**src/rtl/pwr_mode_pkg.sv**
```systemverilog
package pwr_mode_pkg;

    localparam int ADDR_W    = 4;
    localparam int DATA_W    = 8;
    localparam int NUM_DIV   = 3;
    localparam int CTRL_ADDR = 6;
    localparam int DIV_BASE  = 7;
    localparam int BIT_PDN   = 3;
    localparam int BIT_PDL   = 4;
    localparam logic [DATA_W-1:0] CTRL_INIT = 8'h10;

    typedef enum logic [1:0] {
        MD_RUN  = 2'b00,
        MD_HOLD = 2'b01,
        MD_NAP  = 2'b10,
        MD_OFF  = 2'b11
    } pmode_e;

    typedef struct packed {
        logic link_en;
        logic ring_en;
        logic clkgen_en;
        logic remote_ok;
    } pen_s;

    function automatic pmode_e decode_mode(input logic [DATA_W-1:0] c);
        return pmode_e'({c[BIT_PDN], c[BIT_PDL]});
    endfunction

    function automatic logic is_nap_req(input logic [DATA_W-1:0] c);
        return c[BIT_PDN] & ~c[BIT_PDL];
    endfunction

endpackage

```
**src/rtl/pwr_wake_ctl.sv**
```systemverilog
module pwr_wake_ctl (
    input  logic clk,
    input  logic rst,
    input  logic line_rst_n,
    input  logic clk_ok,
    output logic wake_req,
    output logic wake_err
);
    logic pin_q;
    logic pin_fall;

    assign pin_fall = pin_q & ~line_rst_n;
    assign wake_req = pin_fall & clk_ok;

    always_ff @(posedge clk) begin
        if (rst) begin
            pin_q    <= 1'b1;
            wake_err <= 1'b0;
        end else begin
            pin_q <= line_rst_n;
            if (pin_fall && !clk_ok)
                wake_err <= 1'b1;
        end
    end


    refused_wake_flag_chk: assert property (@(posedge clk) disable iff (rst)
        (pin_q && !line_rst_n && !clk_ok) |=> wake_err);


    wake_err_sticky_chk: assert property (@(posedge clk) disable iff (rst)
        wake_err |=> wake_err);

endmodule

```
**src/rtl/pwr_regfile.sv**
```systemverilog
module pwr_regfile
    import pwr_mode_pkg::*;
#(
    parameter int AW   = ADDR_W,
    parameter int DW   = DATA_W,
    parameter int NDIV = NUM_DIV
) (
    input  logic          clk,
    input  logic          rst,
    input  logic          wake_req,
    input  logic          wr_en,
    input  logic [AW-1:0] wr_addr,
    input  logic [DW-1:0] wr_data,
    input  logic [AW-1:0] rd_addr,
    output logic [DW-1:0] ctrl_q,
    output logic [DW-1:0] rd_data,
    output logic          cfg_err
);
    localparam logic [AW-1:0] CTRL_A = AW'(CTRL_ADDR);

    logic [DW-1:0] div_q [NDIV];
    logic [NDIV-1:0] div_zero;
    logic asleep, ctrl_wr, reject, any_zero;

    genvar g;
    generate
        for (g = 0; g < NDIV; g++) begin : g_zero
            assign div_zero[g] = (div_q[g] == '0);
        end
    endgenerate

    assign any_zero = |div_zero;
    assign asleep   = ctrl_q[BIT_PDN];
    assign ctrl_wr  = wr_en && (wr_addr == CTRL_A) && !asleep && !wake_req;
    assign reject   = ctrl_wr && is_nap_req(wr_data) && any_zero;

    always_ff @(posedge clk) begin
        if (rst || wake_req) begin
            ctrl_q <= CTRL_INIT;
            for (int i = 0; i < NDIV; i++) div_q[i] <= '0;
        end else begin
            if (ctrl_wr && !reject)
                ctrl_q <= wr_data;
            for (int i = 0; i < NDIV; i++)
                if (wr_en && wr_addr == AW'(DIV_BASE + i))
                    div_q[i] <= wr_data;
        end
    end

    always_ff @(posedge clk) begin
        if (rst)
            cfg_err <= 1'b0;
        else if (reject)
            cfg_err <= 1'b1;
    end

    always_comb begin
        rd_data = '0;
        if (rd_addr == CTRL_A)
            rd_data = ctrl_q;
        for (int i = 0; i < NDIV; i++)
            if (rd_addr == AW'(DIV_BASE + i))
                rd_data = div_q[i];
    end


    init_value_chk: assert property (@(posedge clk)
        rst |=> (ctrl_q == CTRL_INIT));


    sleep_lock_chk: assert property (@(posedge clk) disable iff (rst)
        (asleep && !wake_req) |=> $stable(ctrl_q));


    nap_refused_chk: assert property (@(posedge clk) disable iff (rst)
        (wr_en && wr_addr == CTRL_A && !asleep && !wake_req &&
         wr_data[BIT_PDN] && !wr_data[BIT_PDL] && any_zero)
        |=> (cfg_err && $stable(ctrl_q)));


    cfg_err_sticky_chk: assert property (@(posedge clk) disable iff (rst)
        cfg_err |=> cfg_err);

endmodule

```
**src/rtl/pwr_mode_dec.sv**
```systemverilog
module pwr_mode_dec
    import pwr_mode_pkg::*;
#(
    parameter int DW = DATA_W
) (
    input  logic [DW-1:0] ctrl_q,
    output pmode_e        mode,
    output pen_s          en
);
    always_comb begin
        mode = decode_mode(ctrl_q);
        unique case (mode)
            MD_RUN:  en = '{link_en: 1'b1, ring_en: 1'b1, clkgen_en: 1'b1, remote_ok: 1'b1};
            MD_HOLD: en = '{link_en: 1'b0, ring_en: 1'b1, clkgen_en: 1'b1, remote_ok: 1'b0};
            MD_NAP:  en = '{link_en: 1'b1, ring_en: 1'b1, clkgen_en: 1'b0, remote_ok: 1'b0};
            default: en = '{link_en: 1'b0, ring_en: 1'b0, clkgen_en: 1'b0, remote_ok: 1'b0};
        endcase
    end


    always_comb begin
        remote_needs_link_chk: assert (!en.remote_ok || (en.link_en && en.clkgen_en));
    end

endmodule

```
**src/rtl/pwr_mode_seq.sv**
```systemverilog
module pwr_mode_seq
    import pwr_mode_pkg::*;
#(
    parameter int AW   = ADDR_W,
    parameter int DW   = DATA_W,
    parameter int NDIV = NUM_DIV
) (
    input  logic          clk,
    input  logic          rst,
    input  logic          wr_en,
    input  logic [AW-1:0] wr_addr,
    input  logic [DW-1:0] wr_data,
    input  logic [AW-1:0] rd_addr,
    output logic [DW-1:0] rd_data,
    input  logic          clk_ok,
    input  logic          line_rst_n,
    output logic [1:0]    mode,
    output logic          link_en,
    output logic          ring_en,
    output logic          clkgen_en,
    output logic          remote_ok,
    output logic          cfg_err,
    output logic          wake_err
);
    logic          wake_req;
    logic [DW-1:0] ctrl_q;
    pmode_e        mode_e;
    pen_s          en;

    pwr_wake_ctl u_wake (
        .clk        (clk),
        .rst        (rst),
        .line_rst_n (line_rst_n),
        .clk_ok     (clk_ok),
        .wake_req   (wake_req),
        .wake_err   (wake_err)
    );

    pwr_regfile #(.AW(AW), .DW(DW), .NDIV(NDIV)) u_regs (
        .clk      (clk),
        .rst      (rst),
        .wake_req (wake_req),
        .wr_en    (wr_en),
        .wr_addr  (wr_addr),
        .wr_data  (wr_data),
        .rd_addr  (rd_addr),
        .ctrl_q   (ctrl_q),
        .rd_data  (rd_data),
        .cfg_err  (cfg_err)
    );

    pwr_mode_dec #(.DW(DW)) u_dec (
        .ctrl_q (ctrl_q),
        .mode   (mode_e),
        .en     (en)
    );

    assign mode      = mode_e;
    assign link_en   = en.link_en;
    assign ring_en   = en.ring_en;
    assign clkgen_en = en.clkgen_en;
    assign remote_ok = en.remote_ok;


    wake_to_hold_chk: assert property (@(posedge clk) disable iff (rst)
        wake_req |=> (mode == MD_HOLD));


    wake_beats_write_chk: assert property (@(posedge clk) disable iff (rst)
        (wake_req && wr_en) |=> (ctrl_q == CTRL_INIT));

endmodule

```
**config.mk**
```make
export PLATFORM = sky130hd
export DESIGN_NAME = pwr_mode_seq
export DESIGN_NICKNAME = d
export VERILOG_FILES = /design/src/rtl/pwr_mode_pkg.sv /design/src/rtl/pwr_wake_ctl.sv /design/src/rtl/pwr_regfile.sv /design/src/rtl/pwr_mode_dec.sv /design/src/rtl/pwr_mode_seq.sv
export SDC_FILE = /design/constraint.sdc
export NUM_CORES = 1
export LEC_CHECK = 0
export ABC_AREA = 1
export CAP_MARGIN = 20
export CORE_ASPECT_RATIO = 0.6
export CORE_MARGIN = 5
export CORE_UTILIZATION = 35
export DETAILED_ROUTE_END_ITERATION = 8
export DONT_BUFFER_PORTS = 1
export GPL_ROUTABILITY_DRIVEN = 0
export PLACE_DENSITY_LB_ADDON = 0.3
export SETUP_SLACK_MARGIN = 0.15
export SLEW_MARGIN = 10
export SYNTH_ARGS = -nofsm -noshare
export SYNTH_HDL_FRONTEND = slang
export SYNTH_SLANG_ARGS = --single-unit
```
**constraint.sdc**
```tcl
create_clock -name clk -period 3.4 [get_ports clk]
set_input_delay 0.34 -clock clk [delete_from_list [all_inputs] [get_ports clk]]
set_output_delay 0.34 -clock clk [all_outputs]
set_load 0.005 [all_outputs]
```
==> run_results.csv <==
group,metric,value,unit
worst_setup_path,required,3060,ps
run_status,status,"completed",
cells_and_area,layout-drive-gt1-share,4.90,%
die,ios,37,
timing,period_needed,1670,ps
timing,finalCritPeriodShare,49.1,%
worst_setup_path,cp_common_cell,"o22ai_1",
die,core_area,4610,um^2
pwr,ir_worst_vdd,123,uV
pwr,power_density,457,nW/um^2
timing,timing.hold.ws,112,ps
min_path,hold_class,"input port to flip-flop",
synth,ys_seq_area_share,55.8,%
synth,yosysMostFrequentCell,"inv_1",
clock_network,clock-sinks,35,
pwr,p_sw,0.000191,W
clock_network,root_buffer,"clkbuf_8",
placement,place_ws,1780,ps
cells_and_area,nNetsFinal,224,
synth,ys_seq_elements,35,
clock_network,htree_levels,2,
clock_network,cts_resized,0,
timing,clock-skew-final,5.19,ps
die,rows,19,
grt,grt_overflow,0,
timing,timing.fmax,0.599,GHz
timing,worst_slew_pin_slew,460,ps
synth,postSynth.asyncResetShare,0,%
worst_setup_path,cp-start-kind,"flip-flop",
timing,finalMaxSlewViolations,0,
clock_network,path_clk_slew,70,ps
drt,first_pass_iters,5,
cells_and_area,antenna_cells,0,
drt,routedWlPerCell,14.0,um
clock_network,postCtsSetupBuffers,0,
synth,netlist_top_cells_area,"edfxtp_1 (43%), dfxtp_1 (13%), inv_1 (9.4%), nand2_1 (7.8%), nor2_1 (7.1%)",
pwr,swShare,23.2,%
grt,antenna_found_initial,0,
timing,setup_violations,0,
pwr,cellLeakagePower,0.770,nW
grt,grt_pass1_vias,1229,
timing,relSlewSlack,69.3,%
timing,finalHoldViolCount,0,
worst_setup_path,rrSetupSlack,1910,ps
grt,grt_start_max_net_pins,16,
placement,portBuffers,0,
clock_network,numCtsBuffers,5,
worst_setup_path,r2r_cells,5,
timing,finalSetupTns,0,ps
synth,syn-num-nets,221,
placement,dp.final_hpwl,2990,um
grt,track_usage,12.6,%
clock_network,cts_tree,"yes",
drt,vias,1268,
worst_setup_path,worstSetupPathType,"flip-flop to output pin",
die,design.die.area,6350,um^2
cells_and_area,syn_to_final_growth,6.90,%
drt,drt_iter0_drc,69,
drt,drc,0,
timing,fin_ws,1730,ps
worst_setup_path,cp_max_fo,5,
synth,yosysWarnings,0,
synth,syn_area_per_cell,8.43,um^2
cells_and_area,finalInstanceArea,1800,um^2
timing,rsz0062_at_grt,"no",
worst_setup_path,cp_cell_sequence,"inv_1 -> o22ai_1 -> nor2_1 -> o22ai_1",
worst_setup_path,cp_top_family,"flip-flops",
synth,synth_top_area_share,42.8,%
synth,netlist_area,1690,um^2
synth,synth_cells,200,
min_path,holdPathStages,1,
placement,placed_area,1720,um^2
drt,wirelength,3730,um
drt,drtAntennaViolNets,0,
pwr,clockPowerShare,34.8,%
worst_setup_path,r2r_start,"u_wake.pin_q",
synth,synth_edf_count,24,
min_path,hp-start,"rst",
worst_setup_path,arrival,1330,ps
pwr,seq_power_share,58.1,%
clock_network,worstSkewPairLatency,280,ps
pwr,fin_total_pwr,0.000823,W
pwr,combPwrFrac,7.1,%
synth,ys_types,19,
worst_setup_path,cp.buffers_inverters,1,
die,start_util,36.5,%
pwr,intPower,0.000632,W
drt,viasPerCell,4.75,
synth,synth_top_area_cell,"edfxtp_1",
grt,grt_first_pass_wirelength,6130,um
die,die_x,99.6,um
worst_setup_path,cp-end-kind,"output pin",
worst_setup_path,cpPeakStageDelay,450,ps
min_path,hold_end,"u_regs.cfg_err",
synth,synth_common_cells,"inv_1 (42), nand2_1 (35), nor2_1 (32), edfxtp_1 (24), nand3_1 (15)",
clock_network,ctsHoldBuffers,0,
worst_setup_path,cp_slowest_cell,"dfxtp_1",
flow_run,maxCapViolCount,0,
synth,synth_ff_type,"edfxtp_1",
clock_network,clock_path_buffers,2,
die,die_y,63.8,um
worst_setup_path,r2r-end,"u_regs.div_q[0][1]",
-- registers in the layout (all words and copies together), names as in the netlist --
name	cells
u_regs.ctrl_q	8
u_regs.div_q	24
u_regs.cfg_err	1
u_wake.wake_err	1
u_wake.pin_q	1
-- power groups by stage --
stage	sequential, W	clock (W)	combinational [W]
4_1_cts	0.000479	0.000294	0.0000594
3_5_place_dp	0.000488	0	0.0000592
3_3_place_gp	0.000488	0	0.0000589
2_1_floorplan	0.000486	0	0.0000469
5_1_grt	0.000480	0.000315	0.0000683
6_report	0.000479	0.000286	0.0000585
-- cell usage in the layout (no fill, tap or decap), types with 2 or more instances in the layout --
| cell type | count |
|---|---|
| a21oi_1 | 14 |
| clkbuf_1 | 2 |
| clkbuf_8 | 5 |
| dfxtp_1 | 11 |
| edfxtp_1 | 24 |
| inv_1 | 42 |
| nand2_1 | 35 |
| nand3_1 | 15 |
| nand4_1 | 2 |
| nor2_1 | 32 |
| o21ai_0 | 6 |
| o22ai_1 | 8 |
-- final cells by class --
type                            count  area [um^2]
Inverter                           42          158
Multi-Input combinational cell    118          536
Fill cell                         489         2810
Tap cell                           63         78.8
Clock buffer                        7         76.3
Timing Repair Buffer                1         7.51
Sequential cell                    35          941
Clock inverter                      1         5.00
-- through the flow --
step	utilization, %	cells
finish	39.1	267
detailed placement	37.3	259
global placement	37.3	259
global route	39.1	267
floorplan	-	200
CTS	39.1	267
-- how the worst max path moves through the flow --
stage          slack [ps]             endpoint        startpoint  cells after the start
2_1_floorplan        1830  u_regs.div_q[0][10]        wr_addr[3]                      4
3_3_place_gp         1830           rd_data[3]        rd_addr[2]                      6
3_5_place_dp         1780           rd_data[3]        rd_addr[2]                      6
4_1_cts              1690           rd_data[3]  u_regs.ctrl_q[3]                      4
5_1_grt              1610           rd_data[3]  u_regs.ctrl_q[3]                      4
6_report             1730           rd_data[3]  u_regs.ctrl_q[3]                      4
-- logic make-up (layout without fill, tap and decap cells) --
kind of cell           Yosys count  in the layout  share of synthesized area (%)
buffers and inverters           47             51                           12.4
AND/OR/NAND/NOR                 87             87                           21.5
AO/OA/AOI/OAI                   31             31                           10.3
flip-flops                      35             35                           55.8
-- routing by layer --
layer / share of wire (%) / vias up / global-route usage, %
met5: 0 / - / 0
met3: 9.9 / 7 / 5.76
met1: 49 / 569 / 17.7
met4: 1.5 / 0 / 4.60
li1: - / 648 / -
met2: 40 / 44 / 16.7
Power figures use the tool's default switching activity.
